[src/rtl/uart_tx_pkg.sv]
package uart_tx_pkg;

   typedef enum logic [2:0] {
      TS_IDLE,
      TS_START,
      TS_DATA,
      TS_PAR,
      TS_STOP
   } tx_state_e;

   typedef struct packed {
      logic [1:0] wlen;
      logic       par_en;
      logic       par_even;
      logic       two_stop;
   } frame_fmt_t;

   // queue fill level that a threshold code stands for
   function automatic int unsigned thr_fill(input logic [2:0] code, input int unsigned depth);
      case (code)
         3'd0:    return depth / 8;
         3'd1:    return depth / 4;
         3'd2:    return depth / 2;
         3'd3:    return (depth * 6) / 8;
         default: return (depth * 7) / 8;
      endcase
   endfunction

endpackage

[src/rtl/uart_tx_baud.sv]
module uart_tx_baud #(
   parameter int DIV_W = 16
) (
   input  logic             clk,
   input  logic             rst_n,
   input  logic             sync,
   input  logic [DIV_W-1:0] div,
   output logic             tick
);

   if (DIV_W < 2) begin : g_bad_width
      $error("uart_tx_baud: DIV_W must be at least 2");
   end

   logic [DIV_W-1:0] cnt_q;
   logic             div_zero;

   assign div_zero = (div == '0);
   assign tick     = !div_zero && (cnt_q >= div);

   always_ff @(posedge clk) begin
      if (!rst_n) begin
         cnt_q <= '0;
      end else if (sync || tick || div_zero) begin
         cnt_q <= '0;
      end else begin
         cnt_q <= cnt_q + 1'b1;
      end
   end

endmodule

[src/rtl/uart_tx_fifo.sv]
module uart_tx_fifo #(
   parameter  int DEPTH  = 16,
   parameter  int DATA_W = 8,
   localparam int AW     = $clog2(DEPTH),
   localparam int LVL_W  = $clog2(DEPTH + 1)
) (
   input  logic              clk,
   input  logic              rst_n,
   input  logic              wr_valid,
   input  logic [DATA_W-1:0] wr_data,
   input  logic              pop,
   output logic [DATA_W-1:0] rd_data,
   output logic              empty,
   output logic              full,
   output logic [LVL_W-1:0]  level
);

   if (DEPTH < 2 || (DEPTH & (DEPTH - 1)) != 0) begin : g_bad_depth
      $error("uart_tx_fifo: DEPTH must be a power of two, at least 2");
   end

   logic [DATA_W-1:0] mem_q [DEPTH];
   logic [AW-1:0]     wptr_q, rptr_q;
   logic              push, take;

   assign full    = (level == LVL_W'(DEPTH));
   assign empty   = (level == '0);
   assign push    = wr_valid && !full;
   assign take    = pop && !empty;
   assign rd_data = mem_q[rptr_q];

   always_ff @(posedge clk) begin
      if (push) begin
         mem_q[wptr_q] <= wr_data;
      end
   end

   always_ff @(posedge clk) begin
      if (!rst_n) begin
         wptr_q <= '0;
         rptr_q <= '0;
         level  <= '0;
      end else begin
         if (push) wptr_q <= wptr_q + 1'b1;
         if (take) rptr_q <= rptr_q + 1'b1;
         case ({push, take})
            2'b10:   level <= level + 1'b1;
            2'b01:   level <= level - 1'b1;
            default: level <= level;
         endcase
      end
   end

endmodule

[src/rtl/uart_tx_shift.sv]
module uart_tx_shift
   import uart_tx_pkg::*;
#(
   parameter  int SLOW_OSR = 16,
   parameter  int FAST_OSR = 8,
   localparam int SUB_W    = $clog2(SLOW_OSR)
) (
   input  logic       clk,
   input  logic       rst_n,
   input  logic       tick,
   input  logic       can_start,
   input  logic       fast,
   input  logic       smart,
   input  frame_fmt_t fmt,
   input  logic [7:0] din,
   output logic       pop,
   output logic       txd,
   output logic       busy,
   output logic       frame_done
);

   if (FAST_OSR < 2 || FAST_OSR > SLOW_OSR) begin : g_bad_osr
      $error("uart_tx_shift: need 2 <= FAST_OSR <= SLOW_OSR");
   end

   tx_state_e        state_q;
   logic [7:0]       sh_q;
   logic [2:0]       idx_q, dlast_q;
   logic [SUB_W-1:0] sub_q, sub_last;
   logic             par_q, use_par_q, two_q, fast_q, stop2_q;

   logic [2:0]       dlast_d;
   logic [7:0]       mask_d, load_d;
   logic             par_d, even_d, bit_end;

   // format seen at load time; card mode overrides the programmed fields
   always_comb begin
      dlast_d = smart ? 3'd7 : (3'd4 + {1'b0, fmt.wlen});
      mask_d  = 8'hFF >> (3'd7 - dlast_d);
      load_d  = din & mask_d;
      even_d  = smart || fmt.par_even;
      par_d   = even_d ? (^load_d) : ~(^load_d);
   end

   assign sub_last   = fast_q ? SUB_W'(FAST_OSR - 1) : SUB_W'(SLOW_OSR - 1);
   assign bit_end    = tick && (sub_q == sub_last);
   assign pop        = (state_q == TS_IDLE) && can_start;
   assign busy       = (state_q != TS_IDLE);
   assign frame_done = (state_q == TS_STOP) && bit_end && (!two_q || stop2_q);

   always_comb begin
      case (state_q)
         TS_START: txd = 1'b0;
         TS_DATA:  txd = sh_q[0];
         TS_PAR:   txd = par_q;
         default:  txd = 1'b1;
      endcase
   end

   always_ff @(posedge clk) begin
      if (!rst_n) begin
         state_q   <= TS_IDLE;
         sh_q      <= '0;
         idx_q     <= '0;
         dlast_q   <= '0;
         sub_q     <= '0;
         par_q     <= 1'b0;
         use_par_q <= 1'b0;
         two_q     <= 1'b0;
         fast_q    <= 1'b0;
         stop2_q   <= 1'b0;
      end else if (state_q == TS_IDLE) begin
         if (pop) begin
            state_q   <= TS_START;
            sh_q      <= load_d;
            dlast_q   <= dlast_d;
            par_q     <= par_d;
            use_par_q <= smart || fmt.par_en;
            two_q     <= smart || fmt.two_stop;
            fast_q    <= fast;
            sub_q     <= '0;
            idx_q     <= '0;
            stop2_q   <= 1'b0;
         end
      end else if (tick) begin
         if (!bit_end) begin
            sub_q <= sub_q + 1'b1;
         end else begin
            sub_q <= '0;
            case (state_q)
               TS_START: begin
                  state_q <= TS_DATA;
                  idx_q   <= '0;
               end
               TS_DATA: begin
                  sh_q <= {1'b0, sh_q[7:1]};
                  if (idx_q == dlast_q) begin
                     state_q <= use_par_q ? TS_PAR : TS_STOP;
                  end else begin
                     idx_q <= idx_q + 1'b1;
                  end
               end
               TS_PAR: begin
                  state_q <= TS_STOP;
                  stop2_q <= 1'b0;
               end
               TS_STOP: begin
                  if (two_q && !stop2_q) begin
                     stop2_q <= 1'b1;
                  end else begin
                     state_q <= TS_IDLE;
                  end
               end
               default: state_q <= TS_IDLE;
            endcase
         end
      end
   end

endmodule

[src/rtl/uart_tx_path.sv]
module uart_tx_path
   import uart_tx_pkg::*;
#(
   parameter  int FIFO_DEPTH = 16,
   parameter  int DIV_W      = 16,
   parameter  int SLOW_OSR   = 16,
   parameter  int FAST_OSR   = 8,
   localparam int LVL_W      = $clog2(FIFO_DEPTH + 1)
) (
   input  logic             clk,
   input  logic             rst_n,
   input  logic             cfg_en,
   input  logic             cfg_txen,
   input  logic             cfg_fast,
   input  logic             cfg_eot,
   input  logic             cfg_loop,
   input  logic             cfg_smart,
   input  logic [1:0]       cfg_wlen,
   input  logic             cfg_par_en,
   input  logic             cfg_par_even,
   input  logic             cfg_two_stop,
   input  logic [DIV_W-1:0] cfg_div,
   input  logic [2:0]       cfg_thr,
   input  logic             wr_valid,
   input  logic [7:0]       wr_data,
   output logic             wr_full,
   input  logic             int_clr,
   output logic             tx_int,
   input  logic             par_err,
   input  logic             abort_clr,
   output logic             txd,
   input  logic             rxd_pin,
   output logic             rx_in
);

   if (FIFO_DEPTH < 8) begin : g_bad_depth
      $error("uart_tx_path: FIFO_DEPTH below 8 leaves thresholds undefined");
   end

   logic             tick, pop, busy, frame_done;
   logic             fifo_empty;
   logic [7:0]       fifo_data;
   logic [LVL_W-1:0] fifo_level, thr_lvl;
   logic             halted_q, can_start, int_set, thr_cross;
   frame_fmt_t       fmt;

   assign fmt = '{wlen: cfg_wlen, par_en: cfg_par_en, par_even: cfg_par_even,
                  two_stop: cfg_two_stop};

   uart_tx_baud #(.DIV_W(DIV_W)) u_baud (
      .clk  (clk),
      .rst_n(rst_n),
      .sync (pop),
      .div  (cfg_div),
      .tick (tick)
   );

   uart_tx_fifo #(.DEPTH(FIFO_DEPTH), .DATA_W(8)) u_fifo (
      .clk     (clk),
      .rst_n   (rst_n),
      .wr_valid(wr_valid),
      .wr_data (wr_data),
      .pop     (pop),
      .rd_data (fifo_data),
      .empty   (fifo_empty),
      .full    (wr_full),
      .level   (fifo_level)
   );

   uart_tx_shift #(.SLOW_OSR(SLOW_OSR), .FAST_OSR(FAST_OSR)) u_shift (
      .clk       (clk),
      .rst_n     (rst_n),
      .tick      (tick),
      .can_start (can_start),
      .fast      (cfg_fast),
      .smart     (cfg_smart),
      .fmt       (fmt),
      .din       (fifo_data),
      .pop       (pop),
      .txd       (txd),
      .busy      (busy),
      .frame_done(frame_done)
   );

   assign can_start = cfg_en && cfg_txen && !halted_q && !fifo_empty && (cfg_div != '0);

   // halt after a far-end parity complaint in card mode
   always_ff @(posedge clk) begin
      if (!rst_n) begin
         halted_q <= 1'b0;
      end else if (cfg_smart && par_err) begin
         halted_q <= 1'b1;
      end else if (abort_clr) begin
         halted_q <= 1'b0;
      end
   end

   always_comb begin
      thr_lvl   = LVL_W'(thr_fill(cfg_thr, FIFO_DEPTH));
      thr_cross = pop && !(wr_valid && !wr_full) && (fifo_level == thr_lvl + LVL_W'(1));
      int_set   = cfg_eot ? (frame_done && fifo_empty) : thr_cross;
   end

   always_ff @(posedge clk) begin
      if (!rst_n) begin
         tx_int <= 1'b0;
      end else if (int_set) begin
         tx_int <= 1'b1;
      end else if (int_clr) begin
         tx_int <= 1'b0;
      end
   end

   assign rx_in = cfg_loop ? txd : rxd_pin;

endmodule

[config.mk]
export PLATFORM = sky130hd
export DESIGN_NAME = uart_tx_path
export DESIGN_NICKNAME = d
export VERILOG_FILES = /design/src/rtl/uart_tx_pkg.sv /design/src/rtl/uart_tx_baud.sv /design/src/rtl/uart_tx_fifo.sv /design/src/rtl/uart_tx_shift.sv /design/src/rtl/uart_tx_path.sv
export SDC_FILE = /design/constraint.sdc
export NUM_CORES = 1
export LEC_CHECK = 0
export BUFFER_PORTS_ARGS = -buffer_cell sky130_fd_sc_hd__clkbuf_2
export CAP_MARGIN = 20
export CORE_UTILIZATION = 51
export DETAILED_ROUTE_END_ITERATION = 6
export PLACE_DENSITY_LB_ADDON = 0.3
export SLEW_MARGIN = 20
export SYNTH_ARGS = -nofsm -noshare
export SYNTH_HDL_FRONTEND = slang
export SYNTH_HIERARCHICAL = 1
export SYNTH_SLANG_ARGS = --single-unit
export TNS_END_PERCENT = 20
[constraint.sdc]
create_clock -name clk -period 4.2 [get_ports clk]
set_clock_uncertainty 0.15 [all_clocks]
set_input_delay 0.42 -clock clk [delete_from_list [all_inputs] [get_ports clk]]
set_output_delay 0.42 -clock clk [all_outputs]
set_load 0.01 [all_outputs]
# ---- Word-level counts from Yosys, hierarchy flattened
# Memory sizes are Yosys's and may differ from the RTL's. A register that Yosys moved wholly into a read port is not among the register bits.
# Cells that the tools add are included.
dict set report word_totals {
  reg_bits 57
  latch_bits 0
  ram_bits 128
  mem_bits_ro 0
  inputBits 45
  out_inout_bits 4
  wordCells 145
  mem_count 1
}
# memory words width read_ports rd_ports_with_merged_regs wr line_no
set mem_list {}
lappend mem_list {u_fifo.mem_q 16 8 1 1 1 uart_tx_fifo.sv:22} ;# logic [DATA_W-1:0] mem_q [DEPTH];
dict set report classes {
  addsub 10
  mul 0
  div 0
  n_lt_le_gt_ge 1
  eq_ne 18
  shift 1
  muxes 45
  n_bitwise 3
  reduce_logical 50
}
# operator count
set ops {}
lappend ops {{$mux 8} 5}
lappend ops {{$mux 3} 13}
lappend ops {{$mux 4} 7}
lappend ops {{$add 16x1->16 const B} 1}
lappend ops {{$ge 16x16->1} 1}
lappend ops {{$logic_and 1x1->1} 16}
lappend ops {{$logic_not 16->1} 1}
lappend ops {{$pmux 4 s4} 1}
lappend ops {{$reduce_bool 16->1} 1}
lappend ops {{$reduce_and 5->1} 3}
lappend ops {{$mux 1} 14}
lappend ops {{$add 4x1->4 const B} 3}
lappend ops {{$eq 3x2->1 const B} 4}
lappend ops {{$pmux 3 s4} 1}
lappend ops {{$reduce_bool 2->1} 6}
lappend ops {{$add 5x1->5 const B} 2}
lappend ops {{$pmux 5 s2} 1}
lappend ops {{$ne 3x2->1 const B} 3}
lappend ops {{$and 8x8->8} 1}
lappend ops {{$reduce_xor 8->1} 1}
lappend ops {{$shr 8x3->8 const A} 1}
lappend ops {{$logic_not 1->1} 7}
lappend ops {{$eq 3x1->1 const B} 2}
lappend ops {{$logic_not 3->1} 2}
lappend ops {{23 further kinds} 31}

# ---- Logic depth before layout (Yosys ltp)
dict set report depth {
  depth_word 9
  mapped_depth 17
}

# ---- Modules after synthesis
# Netlist, hierarchy kept.
# mod instances cells_each area_per_inst_um2 seq_area_each_um2
set by_module_without_submodules {}
lappend by_module_without_submodules {uart_tx_fifo 1 307 5967.0 4184.0}
lappend by_module_without_submodules {uart_tx_shift 1 182 1519.0 520.5}
lappend by_module_without_submodules {uart_tx_baud 1 136 1166.1 320.3}
lappend by_module_without_submodules {uart_tx_path 1 30 222.7 40.0}

# ---- Least setup slack after synthesis
# OpenSTA, ideal clock, no wires.
dict set report synth_timing {
  kind {register to register}
  from {register u_fifo.level[2]}
  to {register u_fifo.level[2]}
  t_arrival_ns 3.566
  required_time_ns 3.980
  path_slack_ns 0.414
  path_stages_with_launch 18
  n_path_buf 4
  path_cell_list {dfxtp_1 > buf_2 > or4_1 > buf_2 > nor2_1 > nor2_1 > and4_1 > nor4b_4 > buf_2 > o21ai_4 > inv_1 > ha_1 > clkbuf_1 > xor2_1 > ha_1 > o21a_1 > or4_1 > a21oi_1}
}
dict set report synth_between {
  elab_chain_cells 8
}
# item line_no
set synth_lines {}
lappend synth_lines {{start: declaration} uart_tx_fifo.sv:15} ;# output logic [LVL_W-1:0] level
lappend synth_lines {{start signal: assignment} uart_tx_fifo.sv:47} ;# 2'b10: level <= level + 1'b1;
lappend synth_lines {{start signal: assignment} uart_tx_fifo.sv:48} ;# 2'b01: level <= level - 1'b1;
lappend synth_lines {{start signal: assignment} uart_tx_fifo.sv:49} ;# default: level <= level;
lappend synth_lines {{$logic_not 5->1 *} uart_tx_fifo.sv:27} ;# assign empty = (level == '0);
lappend synth_lines {{via fifo_empty} uart_tx_path.sv:41} ;# logic fifo_empty;
lappend synth_lines {{$logic_not 1->1 *} uart_tx_path.sv:85} ;# assign can_start = cfg_en && cfg_txen && !halted_q && !fifo_empty && (cfg_div != '0);
lappend synth_lines {{$logic_and 1x1->1 * (2 in a row)} uart_tx_path.sv:85}
lappend synth_lines {{via can_start} uart_tx_path.sv:44} ;# logic halted_q, can_start, int_set, thr_cross;
lappend synth_lines {{$logic_and 1x1->1 *} uart_tx_shift.sv:47} ;# assign pop = (state_q == TS_IDLE) && can_start;
lappend synth_lines {{via pop} uart_tx_path.sv:40} ;# logic tick, pop, busy, frame_done;
lappend synth_lines {{$logic_and 1x1->1 *} uart_tx_fifo.sv:29} ;# assign take = pop && !empty;
lappend synth_lines {{via u_fifo.take} uart_tx_fifo.sv:24} ;# logic push, take;
lappend synth_lines {{$eq 2x1->1 or $eq 2x2->1 (tied branches)} uart_tx_fifo.sv:46} ;# case ({push, take})
lappend synth_lines {{$pmux 5 s2 or $reduce_bool 2->1 (tied branches)} n/a}
# The timed path passes the listed nets; every way through them passes the cells marked *.
# A chain may end at the register's enable or synchronous reset.

# ---- Worst setup path after layout
dict set report layout_timing {
  from {register u_fifo.level[3]}
  to {register u_fifo.level[2]}
}
# The elaborated chain is that of the path after synthesis.

==> results.md <==
* Final Core Density at 0.591
* Clk buf depth at 2
* Fin nets at 773
* Placement Rows at 47
* Placed Instances at 902
* Top_reg_cell synth: edfxtp_1
* Fin crit share at 0.898
* Top cell type by total area after synthesis: edfxtp_1
* Area grow syn2layout at 11.6%
* Internal power at 3.08 mW
* Peak fanout along the critical path at 12
* CP max stage delay at 730 ps
* Final WS setup at 429 ps
* Sequential power share at 0.504
* Filler cells at 1284
* WHS at 68.9 ps
* Avg Cell Area, Syn at 13.5 sq um
* Root buf cell: clkbuf_16
* DRT iter0 DRCs at 500
* Clock Sinks at 189
* Clock power frac at 0.393
* RSZ-0062 raised after global routing: false
* # setup viols final at 0
* Post-route ant nets at 0
* Setup TNS at 0 ps
* WL per Instance at 18.4 um
* Initial antenna violation count at 0
* TritonCTS clock tree: done
* Req. time, crit path at 4410 ps
* Area post-placement at 0.00929 sq mm
* Static leakage at 3.51 nW
* Core region area at 0.0168 sq mm
* Sw frac at 0.254
* Hold-fix buffers, CTS at 0
* GRT Total Usage at 0.207
* First-pass GRT wire length at 28100 um
* Via count at 5447
* Vias per cell at 5.83
* PD cells at 417 mW/mm^2
* Worst setup SP type: register
* Layout cells sized above 1 at 0.181
* Synth top area share at 0.433
* Number of buffers added for setup after CTS at 0
* HP Class: in2reg
* Pre-CTS setup slack at 511 ps
* Pin count of the biggest net entering global routing at 33
* Crit path max-delay cell type: or4_1
* Psw at 1.05 mW
* FMAX at 0.265 GHz
* Slew margin rel. at 0.397
* # diodes at 0
* Number of port buffers at 48
* Fin area at 0.00991 sq mm
* Synthesized area at 0.00887 sq mm
* Die Footprint at 0.0179 sq mm
* Synth warn at 6
* Hold Fails Final Rpt at 0
* Critical Path AT at 3980 ps
* Cells after synthesis at 655
* Die Height at 134 um
* Cell variety after synth at 76
* Critical Path End Type: register
* Post-synth EDFFs at 128
* Comb pwr share at 0.103
* Clk_lat worst skew at 430 ps
* Post-synth net total at 727
* CP cell instances: or4_1 > nor2_1 > nor2_1 > and4_1 > nor4b_4 > o21ai_4 > inv_1 > ha_1 > xor2_1 > ha_1 > o21a_1 > or4_1 > a21oi_1
* Vias in the first global route at 5396
* Status: complete, no violations
* Maxcap violations at 0
* Resize count post-CTS at 0
* Total power at 4.13 mW
* Peak supply drop at 0.277 mV
* Share of the yosys chip area belonging to registers at 0.571
* Max-slew violations at 0
* H-Tree Depth at 4
* Grt total ovfl at 0
* Top cells by area, synth: edfxtp_1 43%, dfxtp_1 14%, mux4_1 8.3%
* Final HPWL DP at 11800 um
* Clock transition at the registers of the reported paths at 80 ps
* FF+latch count, synth at 189
* Final Non-Filler Cells at 934
* DRC Markers at 0
* Starting Density at 0.530
* I/O pins at 49
* TritonCTS Buffers at 17
* Worst Setup Path Type: reg2reg
* Drt pass-1 iters at 5
* Routability Congestion at 0.847
* Die X at 134 um
* Slew @ Worst Pin at 901 ps
* Fin crit period at 3770 ps
* DRT Wirelength at 17200 um
* Share of flip-flops with an asynchronous set or reset at 0
==> logic make-up (layout without fill, tap and decap cells) <==
| group | after synthesis | after routing | share of synthesized area |
|---|---|---|---|
| multiplexers | 46 | 46 | 0.120 |
| AND/OR/NAND/NOR | 213 | 213 | 0.132 |
| adder cells (fa/ha/maj) | 27 | 27 | 0.0381 |
| XOR/XNOR | 31 | 31 | 0.0321 |
| flip-flops | 189 | 189 | 0.571 |
| buffers and inverters | 62 | 121 | 0.0333 |
| AO/OA/AOI/OAI | 87 | 87 | 0.0737 |
==> final timing paths <==
kind,from,endpoint,slack (ps),cells past startpoint
setup reg to reg,u_fifo/level[3],u_fifo/level[2],430,13
hold reg to reg,u_shift/sh_q[2],u_shift/sh_q[1],330,2
hold / removal,par_err,halted_q,70,3
setup / recovery,u_fifo/level[3],u_fifo/level[2],430,13
==> routing by layer <==
layer | track usage | routed length [um] | up-vias
met5 | 0 | 0 | -
met2 | 0.345 | 8580 | 136
met1 | 0.271 | 7600 | 2688
li1 | - | - | 2600
met4 | 0.0713 | 293 | 0
met3 | 0.0401 | 722 | 23
==> worst max-delay path: cells and delay by family (launching register included) <==
kind                     cells  cell delay, ps
AND/OR/NAND/NOR              6            1830
buffers and inverters        1              70
flip-flops                   1             380
adder cells (fa/ha/maj)      2             560
XOR/XNOR                     1             200
AO/OA/AOI/OAI                3             490
==> Yosys cell counts, types with 3 or more instances <==
master	instances
and3_1	3
dfxtp_1	61
nor2b_1	7
nand3_1	14
nand4_1	7
or4_1	3
ha_1	27
a22oi_1	3
a211oi_1	5
o21a_1	8
buf_2	4
mux4_2	12
xor2_1	11
nor2_2	9
clkbuf_1	14
nand2b_1	8
a21oi_1	17
mux4_1	28
nand3b_1	6
nor3_1	20
nor2_1	60
mux2i_1	5
edfxtp_1	128
o21ai_0	8
inv_1	31
and2_1	4
nand2_1	43
buf_1	3
buf_6	5
o21ai_1	6
xnor2_1	19
a311oi_1	6
o211ai_1	7
nor4_1	9
==> layout make-up <==
| type | instances | area (sq um) | area share |
|---|---|---|---|
| well taps | 220 | 275 | 0.0278 |
| clock buffers | 17 | 425 | 0.0429 |
| inverters | 34 | 133 | 0.0134 |
| repair buffers | 55 | 305 | 0.0308 |
| clock inverters | 15 | 188 | 0.0189 |
| flip-flops and latches | 189 | 5060 | 0.511 |
| multi-input cells | 404 | 3510 | 0.355 |
==> power groups by stage <==
stage               Sequential [mW]  Clock [mW]  Combinational, mW
finish                         2.08        1.62              0.425
global route                   2.09        1.72              0.467
CTS                            2.08        1.65              0.425
detailed placement             2.12           0              0.422
global placement               2.12           0              0.397
floorplan                      2.10           0              0.312
==> placed cells by master (no fill, tap or decap), types with 9 or more instances in the layout <==
cell type	count
ha_1	27
nand3_1	14
mux4_2	12
nand2_1	43
inv_1	31
mux4_1	28
nor4_1	9
dfxtp_1	61
nor2_1	60
clkbuf_2	48
edfxtp_1	128
xnor2_1	19
nor3_1	20
clkbuf_16	17
xor2_1	11
a21oi_1	17
nor2_2	9
==> state kept, by name, summed over array words and instances, names as in the netlist, named ones only <==
name and count:
u_fifo/wptr_q 4, u_fifo/level 5, u_fifo/mem_q 128, u_shift/use_par_q 1
u_shift/stop2_q 1, u_shift/fast_q 1, u_shift/state_q 3, halted_q 1
u_baud/cnt_q 16, u_shift/idx_q 3, u_shift/sub_q 4, tx_int 1
u_fifo/rptr_q 4, u_shift/sh_q 8, u_shift/two_q 1, u_shift/par_q 1
u_shift/dlast_q 3
No activity file was read; power rests on OpenSTA's default activity.
